<file path="src/rtl/bat_pkg.sv">
package bat_pkg;

    localparam int ADDR_W = 32;
    localparam int PERM_W = 3;

    // permission vector bit positions
    localparam int PERM_R = 2;
    localparam int PERM_W_BIT = 1;
    localparam int PERM_X = 0;

    // field positions that the matcher decodes
    localparam int HI_MSB  = 31;
    localparam int HI_LSB  = 28;
    localparam int LO_MSB  = 27;
    localparam int LO_LSB  = 17;
    localparam int LEN_W   = LO_MSB - LO_LSB + 1;
    localparam int LEN_MSB = 12;
    localparam int LEN_LSB = 2;
    localparam int SUP_V_BIT = 1;
    localparam int USR_V_BIT = 0;

    localparam int LG_LEN_W   = 6;
    localparam int LG_V_BIT   = 6;
    localparam int LG_KS_BIT  = 3;
    localparam int LG_KU_BIT  = 2;

    typedef enum logic [1:0] {
        ACC_READ  = 2'd0,
        ACC_WRITE = 2'd1,
        ACC_EXEC  = 2'd2,
        ACC_RSVD  = 2'd3
    } acc_t;

    typedef struct packed {
        logic              valid;
        logic              hit;
        logic              viol;
        logic              miss;
        logic [ADDR_W-1:0] paddr;
        logic [PERM_W-1:0] perm;
    } rsp_t;

endpackage

</file>
<file path="src/rtl/bat_regfile.sv">
module bat_regfile
    import bat_pkg::*;
#(
    parameter int NUM_ENTRIES = 4,
    parameter int IDX_W = (NUM_ENTRIES > 1) ? $clog2(NUM_ENTRIES) : 1
) (
    input  logic                                clk,
    input  logic                                rst_n,
    input  logic                                wr_en,
    input  logic                                wr_side,
    input  logic                                wr_upper,
    input  logic [IDX_W-1:0]                    wr_idx,
    input  logic [ADDR_W-1:0]                   wr_data,
    output logic [NUM_ENTRIES-1:0][ADDR_W-1:0]  i_upper,
    output logic [NUM_ENTRIES-1:0][ADDR_W-1:0]  i_lower,
    output logic [NUM_ENTRIES-1:0][ADDR_W-1:0]  d_upper,
    output logic [NUM_ENTRIES-1:0][ADDR_W-1:0]  d_lower
);

    typedef struct packed {
        logic [NUM_ENTRIES-1:0][ADDR_W-1:0] iu;
        logic [NUM_ENTRIES-1:0][ADDR_W-1:0] il;
        logic [NUM_ENTRIES-1:0][ADDR_W-1:0] du;
        logic [NUM_ENTRIES-1:0][ADDR_W-1:0] dl;
    } regs_t;

    regs_t regs_d, regs_q;

    always_comb begin
        regs_d = regs_q;
        if (wr_en) begin
            case ({wr_side, wr_upper})
                2'b11:   regs_d.iu[wr_idx] = wr_data;
                2'b10:   regs_d.il[wr_idx] = wr_data;
                2'b01:   regs_d.du[wr_idx] = wr_data;
                default: regs_d.dl[wr_idx] = wr_data;
            endcase
        end
    end

    always_ff @(posedge clk) begin
        if (!rst_n) begin
            regs_q <= '0;
        end else begin
            regs_q <= regs_d;
        end
    end

    assign i_upper = regs_q.iu;
    assign i_lower = regs_q.il;
    assign d_upper = regs_q.du;
    assign d_lower = regs_q.dl;

endmodule

</file>
<file path="src/rtl/bat_entry_eval.sv">
module bat_entry_eval
    import bat_pkg::*;
(
    input  logic [ADDR_W-1:0] upper,
    input  logic [ADDR_W-1:0] lower,
    input  logic [ADDR_W-1:0] ea,
    input  logic              legacy,
    input  logic              supervisor,
    output logic              match,
    output logic              valid,
    output logic [PERM_W-1:0] perm,
    output logic [ADDR_W-1:0] paddr
);

    logic [LEN_W-1:0] len_mask;
    logic             key;
    logic [1:0]       pp_std;
    logic [1:0]       pp_lg;
    logic             lg_r, lg_w;
    logic             unused_bits;

    assign unused_bits = ^{upper[16:13], lower[16:7]};

    always_comb begin
        if (legacy) begin
            len_mask = {{(LEN_W-LG_LEN_W){1'b0}}, lower[LG_LEN_W-1:0]};
        end else begin
            len_mask = upper[LEN_MSB:LEN_LSB];
        end

        match = (ea[HI_MSB:HI_LSB] == upper[HI_MSB:HI_LSB]) &&
                ((ea[LO_MSB:LO_LSB] & ~len_mask) == upper[LO_MSB:LO_LSB]);

        pp_std = lower[1:0];
        pp_lg  = upper[1:0];
        key    = supervisor ? upper[LG_KS_BIT] : upper[LG_KU_BIT];

        lg_r = 1'b0;
        lg_w = 1'b0;
        if (!key) begin
            lg_r = 1'b1;
            lg_w = (pp_lg != 2'd3);
        end else begin
            lg_r = (pp_lg != 2'd0);
            lg_w = (pp_lg == 2'd2);
        end

        if (legacy) begin
            valid = lower[LG_V_BIT];
            perm  = {lg_r, lg_w, 1'b1};
        end else begin
            valid = supervisor ? upper[SUP_V_BIT] : upper[USR_V_BIT];
            case (pp_std)
                2'd0:    perm = 3'b000;
                2'd2:    perm = 3'b111;
                default: perm = 3'b101;
            endcase
        end

        paddr = {lower[HI_MSB:HI_LSB],
                 (ea[LO_MSB:LO_LSB] & len_mask) | lower[LO_MSB:LO_LSB],
                 ea[LO_LSB-1:0]};
    end

endmodule

</file>
<file path="src/rtl/bat_select.sv">
module bat_select
    import bat_pkg::*;
#(
    parameter int NUM_ENTRIES = 4
) (
    input  logic [NUM_ENTRIES-1:0]              match,
    input  logic [NUM_ENTRIES-1:0]              valid,
    input  logic [NUM_ENTRIES-1:0][PERM_W-1:0]  perm,
    input  logic [NUM_ENTRIES-1:0][ADDR_W-1:0]  paddr,
    input  acc_t                                acc,
    output logic                                found,
    output logic                                granted,
    output logic [PERM_W-1:0]                   sel_perm,
    output logic [ADDR_W-1:0]                   sel_paddr
);

    always_comb begin
        found     = 1'b0;
        sel_perm  = '0;
        sel_paddr = '0;
        for (int i = 0; i < NUM_ENTRIES; i++) begin
            if (!found && match[i] && valid[i]) begin
                found     = 1'b1;
                sel_perm  = perm[i];
                sel_paddr = paddr[i];
            end
        end

        case (acc)
            ACC_EXEC:  granted = sel_perm[PERM_X];
            ACC_WRITE: granted = sel_perm[PERM_W_BIT];
            default:   granted = sel_perm[PERM_R];
        endcase
        granted = granted && found;
    end

endmodule

</file>
<file path="src/rtl/bat_xlate.sv">
module bat_xlate
    import bat_pkg::*;
#(
    parameter int NUM_ENTRIES = 4,
    localparam int IDX_W = (NUM_ENTRIES > 1) ? $clog2(NUM_ENTRIES) : 1
) (
    input  logic               clk,
    input  logic               rst_n,
    input  logic               wr_en,
    input  logic               wr_side,
    input  logic               wr_upper,
    input  logic [IDX_W-1:0]   wr_idx,
    input  logic [ADDR_W-1:0]  wr_data,
    input  logic               legacy_mode,
    input  logic               supervisor,
    input  logic               req_valid,
    input  logic [1:0]         req_type,
    input  logic [ADDR_W-1:0]  req_ea,
    output logic               rsp_valid,
    output logic               rsp_hit,
    output logic               rsp_viol,
    output logic               rsp_miss,
    output logic [ADDR_W-1:0]  rsp_paddr,
    output logic [PERM_W-1:0]  rsp_perm
);

    logic [NUM_ENTRIES-1:0][ADDR_W-1:0] i_upper, i_lower, d_upper, d_lower;
    logic [NUM_ENTRIES-1:0][ADDR_W-1:0] s_upper, s_lower;
    logic [NUM_ENTRIES-1:0]             e_match, e_valid;
    logic [NUM_ENTRIES-1:0][PERM_W-1:0] e_perm;
    logic [NUM_ENTRIES-1:0][ADDR_W-1:0] e_paddr;
    acc_t                               acc;
    logic                               found, granted;
    logic [PERM_W-1:0]                  sel_perm;
    logic [ADDR_W-1:0]                  sel_paddr;
    rsp_t                               rsp_d, rsp_q;

    bat_regfile #(
        .NUM_ENTRIES (NUM_ENTRIES),
        .IDX_W       (IDX_W)
    ) u_regs (
        .clk      (clk),
        .rst_n    (rst_n),
        .wr_en    (wr_en),
        .wr_side  (wr_side),
        .wr_upper (wr_upper),
        .wr_idx   (wr_idx),
        .wr_data  (wr_data),
        .i_upper  (i_upper),
        .i_lower  (i_lower),
        .d_upper  (d_upper),
        .d_lower  (d_lower)
    );

    assign acc     = acc_t'(req_type);
    assign s_upper = (acc == ACC_EXEC) ? i_upper : d_upper;
    assign s_lower = (acc == ACC_EXEC) ? i_lower : d_lower;

    for (genvar g = 0; g < NUM_ENTRIES; g++) begin : g_entry
        bat_entry_eval u_eval (
            .upper      (s_upper[g]),
            .lower      (s_lower[g]),
            .ea         (req_ea),
            .legacy     (legacy_mode),
            .supervisor (supervisor),
            .match      (e_match[g]),
            .valid      (e_valid[g]),
            .perm       (e_perm[g]),
            .paddr      (e_paddr[g])
        );
    end

    bat_select #(
        .NUM_ENTRIES (NUM_ENTRIES)
    ) u_sel (
        .match     (e_match),
        .valid     (e_valid),
        .perm      (e_perm),
        .paddr     (e_paddr),
        .acc       (acc),
        .found     (found),
        .granted   (granted),
        .sel_perm  (sel_perm),
        .sel_paddr (sel_paddr)
    );

    always_comb begin
        rsp_d = '0;
        if (req_valid) begin
            rsp_d.valid = 1'b1;
            if (found) begin
                rsp_d.hit   = granted;
                rsp_d.viol  = !granted;
                rsp_d.paddr = sel_paddr;
                rsp_d.perm  = sel_perm;
            end else begin
                rsp_d.miss  = 1'b1;
            end
        end
    end

    always_ff @(posedge clk) begin
        if (!rst_n) begin
            rsp_q <= '0;
        end else begin
            rsp_q <= rsp_d;
        end
    end

    assign rsp_valid = rsp_q.valid;
    assign rsp_hit   = rsp_q.hit;
    assign rsp_viol  = rsp_q.viol;
    assign rsp_miss  = rsp_q.miss;
    assign rsp_paddr = rsp_q.paddr;
    assign rsp_perm  = rsp_q.perm;

endmodule

</file>
<file path="config.mk">
export PLATFORM = sky130hd
export DESIGN_NAME = bat_xlate
export DESIGN_NICKNAME = d
export VERILOG_FILES = /design/src/rtl/bat_pkg.sv /design/src/rtl/bat_regfile.sv /design/src/rtl/bat_entry_eval.sv /design/src/rtl/bat_select.sv /design/src/rtl/bat_xlate.sv
export SDC_FILE = /design/constraint.sdc
export NUM_CORES = 1
export LEC_CHECK = 0
export BUFFER_PORTS_ARGS = -buffer_cell sky130_fd_sc_hd__buf_2
export CAP_MARGIN = 25
export CORE_ASPECT_RATIO = 1.4
export CORE_MARGIN = 3
export CORE_UTILIZATION = 55
export CTS_CLUSTER_SIZE = 10
export DETAILED_ROUTE_END_ITERATION = 8
export HOLD_SLACK_MARGIN = 0.15
export PLACE_DENSITY = 0.71
export SYNTH_ARGS = -nofsm -noshare
export SYNTH_HDL_FRONTEND = slang
export SYNTH_HIERARCHICAL = 1
export SYNTH_SLANG_ARGS = --single-unit
</file>
<file path="constraint.sdc">
create_clock -name clk -period 3.4 [get_ports clk]
set_input_delay 0.34 -clock clk [delete_from_list [all_inputs] [get_ports clk]]
set_output_delay 0.34 -clock clk [all_outputs]
set_load 0.02 [all_outputs]
</file>
**After elaboration in Yosys (flattened, before gate mapping)**

Index checks and enable logic that the tools add are counted.

- Magnitude comparators: 2
- Equal/unequal tests: 25
- Multiplexer cells: 57
- Bitwise operators: 17
- Reduce and logical (&&, ||, !) cells: 32

Operators by type and width:

| kind | number |
|---|---|
| bitwise mux 128 bit | 4 |
| two-way mux 128 bit | 2 |
| two-way mux 32 bit | 5 |
| AND 11 bit | 8 |
| demux 32 bit (select 2 bit) | 1 |
| equality test 11 bit | 4 |
| two-way mux 11 bit | 4 |
| NOT 11 bit | 4 |
| OR 11 bit | 4 |
| two-way mux 39 bit | 1 |
| two-way mux 35 bit | 1 |
| two-way mux 1 bit | 25 |
| two-way mux 3 bit | 8 |
| one-hot mux 3 bit (2 select lines) | 4 |
| equality test 2 bit (second input constant) | 11 |
| equality test 4 bit | 4 |
| logical AND 1 bit | 13 |
| AND reduction 2 bit | 5 |
| zero test 2 bit | 4 |
| inequality test 2 bit (second input constant) | 4 |
| nonzero test 2 bit | 4 |
| equality test 2 x 1 -> 1 bit (second input constant) | 2 |
| zero test 1 bit | 4 |
| less-than comparator 2 x 3 -> 1 bit (second input constant) | 1 |
| 6 further kinds | 6 |

- Flip-flop bits (word level): 551
- Input bits: 76
- Output and inout port bits: 39
- Word-level logic and storage cells: 155

**Logic depth before layout (Yosys ltp)**

Gate-level depths: netlist (run 1).

- Word-level depth: 26
- Mapped depth: 17

**By module**

The synthesis (run 1) kept the hierarchy.

Modules (own cells, without submodules):

| module | instances | cells each | area an instance (um2) | seq. area each (um2) |
|---|---|---|---|---|
| bat_regfile | 1 | 1738 | 18286.3 | 10249.8 |
| bat_xlate | 1 | 369 | 5356.4 | 780.7 |
| bat_entry_eval | 4 | 90 | 675.6 | 0.0 |
| bat_select | 1 | 142 | 832.0 | 0.0 |

**Worst setup path after synthesis (run 1)**

Ideal clock, no wire load.

- Kind: input-to-reg
- Start: input req_type[1]
- End: register rsp_q, in the netlist rsp_hit
- Arrival: 3.368 ns
- Data required time: 3.285 ns
- Path slack: -0.083 ns
- Stages: 17
- Path buffers: 4
- Path through: nor2b_4 -> buf_6 -> buf_12 -> buf_12 -> mux2_4 -> mux2_2 -> nor2_1 -> xor2_1 -> or3b_1 -> nor4b_2 -> a22oi_2 -> and3_1 -> buf_4 -> a222oi_1 -> a211o_1 -> a31oi_1 -> and2_1

RTL lines:

| what | line | RTL |
|---|---|---|
| from (decl) | bat_xlate.sv:17 | `input logic [1:0] req_type,` |
| to (signal assigned) | bat_xlate.sv:106 | `rsp_q <= rsp_d;` |
| to (decl) | bat_xlate.sv:36 | `rsp_t rsp_d, rsp_q;` |

==> impl_metrics.ini, run 1 <==
[outcome]
outcome = finished clean

[power]
leakagePower_uw = 0.0108
peakVddDrop_v = 0.000355
power_uw = 10700
p_per_area_mw_per_mm2 = 436

[final_layout]
multiInputGateArea_mm2 = 0.0117
nets = 2324
final_common_cell = nand2_1
final_cell_mix = nand2_1 (502), dfxtp_1 (439), mux2i_1 (404), mux2_4 (188), buf_4 (118)
seqCellArea_mm2 = 0.00879
fill_cells = 3329
final_cell_area_mm2 = 0.0246
synthToLayoutAreaGrowth_pct = 9.42
layout-drive-gt1-share_pct = 26.3

[clock_tree]
clkSinkCount = 439
cts_buffers = 50
clock-root-buffer = clkbuf_16
cts_buffer_depth = 3
clock_latency_ps = 570
cts_tree = built
cts.clk_slew.worst_paths_ps = 50
h-tree-depth = 2

[sta]
final_hold_viol_count = 0
clock_skew_ps = 18.8
worstMarginPinSlew_ps = 1050
setup-tns-final_ps = 0
finalCritPeriodShare_pct = 96.6
fin_crit_ps = 3290
setup_violations = 0
relSlewSlack_pct = 30.1
slew_violations = 0
hold_slack_ps = 236
fmax_mhz = 304

[route]
vias_per_cell = 5.68
drtIter0Drc = 1205
routedWlPerCell_um = 21.9
route.detailed.drc = 0
postRouteAntennaNets = 0
routed_wl_mm = 61.1
vias = 15800
dr.pass1.iters = 9

[place]
gp_congestion = 0.898
numPortBuffers = 110
dp_hpwl_mm = 41.2
place_area_mm2 = 0.0230

[die]
row_count = 87
die_x_um = 177
die_area_mm2 = 0.0434
die_y_um = 245
start_util_pct = 55.8
pin_count = 115
core_mm2 = 0.0404

[critical_path]
critical_path.max_fanout = 10
end_kind = flip-flop
worst_setup_path_start_kind = input pin
critPathArrivalTime_ps = 3790
critical_path_class = input pin to flip-flop
worstPathRequired_ps = 3910

[global_routing]
first_global_vias = 16300
grt_util_all_layers_pct = 27.4
grt_pass1_wl_mm = 92.8
grt_max_degree = 109
antenna_found_initial = 3
overflow = 0

[flow_run]
maxCapViolations = 0

[logic_synthesis]
ys_warn_count = 6
avgSynthCellArea_um2 = 10.2
syn_inst = 2209
syn_area_mm2 = 0.0225
syn_nets = 2287

[min_path]
holdCritPathClass = input pin to flip-flop
[state kept, by name, summed over array words and instances (netlist names)]
| register | flops |
|---|---|
| rsp_perm | 3 |
| u_regs/i_upper | 112 |
| u_regs/d_upper | 112 |
| rsp_valid | 1 |
| rsp_viol | 1 |
| rsp_hit | 1 |
| rsp_paddr | 32 |
| rsp_miss | 1 |
| u_regs/d_lower | 88 |
| u_regs/i_lower | 88 |
[stage by stage]
step,util [%],setup WS (ps),std cells
after floorplan,-,-64.6,2209
after global placement,56.9,-532,2705
after detailed placement,56.9,-547,2705
after CTS,60.6,41.4,2779
after global routing,61.0,-67.7,2785
final,61.0,114,2786
[where the power goes]
group          switching (uW)  leakage (uW)  internal (uW)
clock network            1990      0.000647           2660
registers                31.7       0.00354           5210
logic                     520       0.00665            342
total                    2540        0.0108           8210
[layout make-up]
type	instances	share of cell area, %
Antenna cell	2	0.0203
Clock buffer	54	5.26
Clock inverter	2	0.0711
Inverter	37	0.564
Timing Repair Buffer	267	8.18
Tap cell	534	2.71
Sequential cell	439	35.7
Multi-Input combinational cell	1451	47.5
[per-layer routing]
layer	GRT usage (%)	part of all wire, %	vias up
li1	-	-	7428
met1	32.0	39	7758
met2	48.9	50	476
met3	3.34	4.8	162
met4	13.9	5.6	2
met5	0	0.033	-
[worst max-delay path: stages]
cell	delay, ps
buf_2	100
nor2b_4	150
buf_12	180
buf_12	160
buf_16	160
mux2_2	360
xor2_1	180
nor4_2	430
nand4b_1	290
nor4b_2	340
buf_4	160
and4_1	350
nand2_1	130
o211a_1	150
a31oi_1	160
and2_1	140
[what timing repair did]
action / CTS / global route
hold buffers: 18 / 0
setup endpoints to repair: 0 / 36
hold endpoints to repair: 19 / 0
setup buffers: 0 / 4
gates resized for setup: 0 / 24
[path summary, 6_finish.rpt]
kind,start,endpoint,slack [ps],depth (start not counted)
min reg2reg,u_regs/d_upper[40],u_regs/d_upper[40],460,2
min,wr_idx[1],u_regs/d_upper[21],240,4
max,req_type[1],rsp_hit,110,16
max reg2reg,u_regs/d_upper[61],rsp_paddr[26],320,11
Power figures use the tool's default switching activity.
==> run 2: changes to the inputs <==
PLACE_DENSITY = 0.72   (was 0.71)
SYNTH_HIERARCHICAL = default   (was 1)
==> impl_metrics.ini, run 2 <==
[final_layout]
fill_cells = 3208
num_antenna_cells = 0
seqCellArea_mm2 = 0.00879
final_cell_mix = nand2_1 (871), dfxtp_1 (439), a21boi_0 (400), buf_4 (120), mux2i_1 (109)
multiInputGateArea_mm2 = 0.0113
nets = 2801
layout-drive-gt1-share_pct = 13.6
synthToLayoutAreaGrowth_pct = 14.0
final_common_cell = nand2_1

[critical_path]
cpPeakStageDelay_ps = 430
cp_cell_sequence = buf_2 -> inv_1 -> ha_4 -> buf_12 -> mux2i_1 -> xnor2_1 -> nor4_1 -> nand3_1 -> a2111oi_4 -> nand2_2 -> buf_12 -> mux2_2 -> mux2i_1 -> a21oi_1
slowest_stage = nor4_1
worst_setup_path_start_kind = input pin
end_kind = flip-flop
worstPathRequired_ps = 3850
critPathArrivalTime_ps = 3590
critical_path_class = input pin to flip-flop
critical_path.max_fanout = 12

[logic_synthesis]
syn_nets = 2707
synth_area_leaders = dfxtp_1 (42%), nand2_1 (15%), a21boi_0 (14%), mux2i_1 (5.2%), clkbuf_1 (3.1%)
netlist.area_leader.share_pct = 41.6
avgSynthCellArea_um2 = 8.04
syn_area_mm2 = 0.0211
synth-seq-area-share_pct = 41.6
yosys.area.top_type = dfxtp_1
ys_ff_latch = 439
syn_inst = 2629
synth_most_common_cell = nand2_1
ys_warn_count = 0
synth_common_cells = nand2_1 (871), dfxtp_1 (439), a21boi_0 (400), clkbuf_1 (175), mux2i_1 (109)
async_reset_ff_share_pct = 0
synth_edf_count = 0
synth-main-ff-cell = dfxtp_1
synth.distinct_cells = 80

[power]
switching_power_uw = 2690
clockPowerShare_pct = 42.4
p_int_uw = 8100
p_sw_share_pct = 24.9
p_seq_share_pct = 48.6
leakagePower_uw = 0.00876
peakVddDrop_v = 0.000401
p_comb_share_pct = 9.1
p_per_area_mw_per_mm2 = 448

[place]
gp_congestion = 0.954
place_ws_ps = -165
dp_hpwl_mm = 47.2
numPortBuffers = 110

[clock_tree]
h-tree-depth = 2
clock_latency_ps = 580
cts_buffers = 49
cts.clk_slew.worst_paths_ps = 60
clkSinkCount = 439
post_cts_buffers = 0
cts_buffer_depth = 3
clock-root-buffer = clkbuf_16
cts_tree = built

[die]
row_count = 84
die_area_mm2 = 0.0409
die_x_um = 172
die_y_um = 238
core_mm2 = 0.0377
start_util_pct = 56.0
pin_count = 115

[route]
vias = 19200
routed_wl_mm = 71.5
vias_per_cell = 6.02
drtIter0Drc = 1693
postRouteAntennaNets = 0
routedWlPerCell_um = 22.3
route.detailed.drc = 0
dr.pass1.iters = 5

[global_routing]
grt_max_degree = 220
grt_pass1_wl_mm = 109
overflow = 0
grt_util_all_layers_pct = 34.5
first_global_vias = 18900
antenna_found_initial = 0

[sta]
layout_setup_ws_ps = 260
fin_crit_ps = 3140
clock_skew_ps = 19.5
grt_setup_unrepaired = false
relSlewSlack_pct = 24.8
slew_violations = 0
hold_slack_ps = 184
fmax_mhz = 318
setup_violations = 0
worstMarginPinSlew_ps = 1130
finalCritPeriodShare_pct = 92.3
final_hold_viol_count = 0

[outcome]
outcome = finished clean

[min_path]
holdCritPathClass = input pin to flip-flop

[flow_run]
maxCapViolations = 0
-- run 2: what timing repair did --
| action | in CTS | in global routing |
|---|---|---|
| endpoints found under the setup margin | 0 | 0 |
| hold buffers | 21 | 0 |
| hold endpoints to repair | 39 | 0 |
| gates resized for setup | 0 | 0 |
-- run 2: kinds of logic (layout without fill, tap and decap cells) --
kind of cell    count (synthesis)  after routing  share of synthesized area, %
flops                         439            439                          41.6
buf+inv                       248            344                          5.13
fa+ha+maj                       2              2                         0.118
xor+xnor                       69             69                          2.86
mux                           143            143                          7.41
simple gates                 1088           1088                          20.8
compound gates                640            640                          22.1
-- run 2: per-stage QoR --
stage	total power [uW]	TNS (ps)	utilization (%)	cell area, um^2	std cells
floorplan	5930	0	-	21100	2629
global placement	6270	-1290	59.7	22500	3120
detailed placement	6290	-1980	59.8	22600	3122
CTS	10800	0	63.8	24100	3196
global route	11100	0	63.9	24100	3198
finish	10800	0	63.9	24100	3198
-- run 2: layer usage --
layer	global-route usage [%]	wire length, um	vias up	part of all wire, %
met5	0	0	-	0
met4	23.4	5800	0	8.1
met3	4.44	5260	260	7.4
met2	57.7	33900	940	47
met1	41.0	26500	9080	37
li1	-	-	8961	-
-- run 2: worst paths after layout --
kind | start | to | slack, ps | cells past startpoint
min | wr_data[10] | u_regs.d_upper[74] | 180 | 3
max | req_type[0] | rsp_paddr[19] | 260 | 14
max reg2reg | u_regs.i_lower[66] | rsp_paddr[19] | 410 | 14
min reg2reg | u_regs.d_lower[113] | u_regs.d_lower[113] | 460 | 2
-- run 2: layout make-up --
type | count | share of cell area, %
Tap cell | 473 | 2.45
Clock buffer | 50 | 5.10
Timing Repair Buffer | 267 | 8.45
Clock inverter | 3 | 0.171
Inverter | 24 | 0.374
Sequential cell | 439 | 36.5
Multi-Input combinational cell | 1942 | 47.0
-- run 2: power groups by stage --
stage,clock [uW],combinational [uW],sequential (uW)
3_5_place_dp,0,930,5360
5_1_grt,4810,1030,5250
3_3_place_gp,0,914,5350
6_report,4570,978,5250
2_1_floorplan,0,580,5350
4_1_cts,4610,953,5240
-- run 2: worst max-delay path: cells and delay by family --
| kind | cells | cell delay, ps |
|---|---|---|
| AOI/OAI and AO/OA | 2 | 420 |
| xor gates and xnor gates | 1 | 110 |
| adders and majority gates | 1 | 400 |
| buffers and inverters | 4 | 580 |
| muxes | 3 | 810 |
| and+or+nand+nor | 3 | 900 |
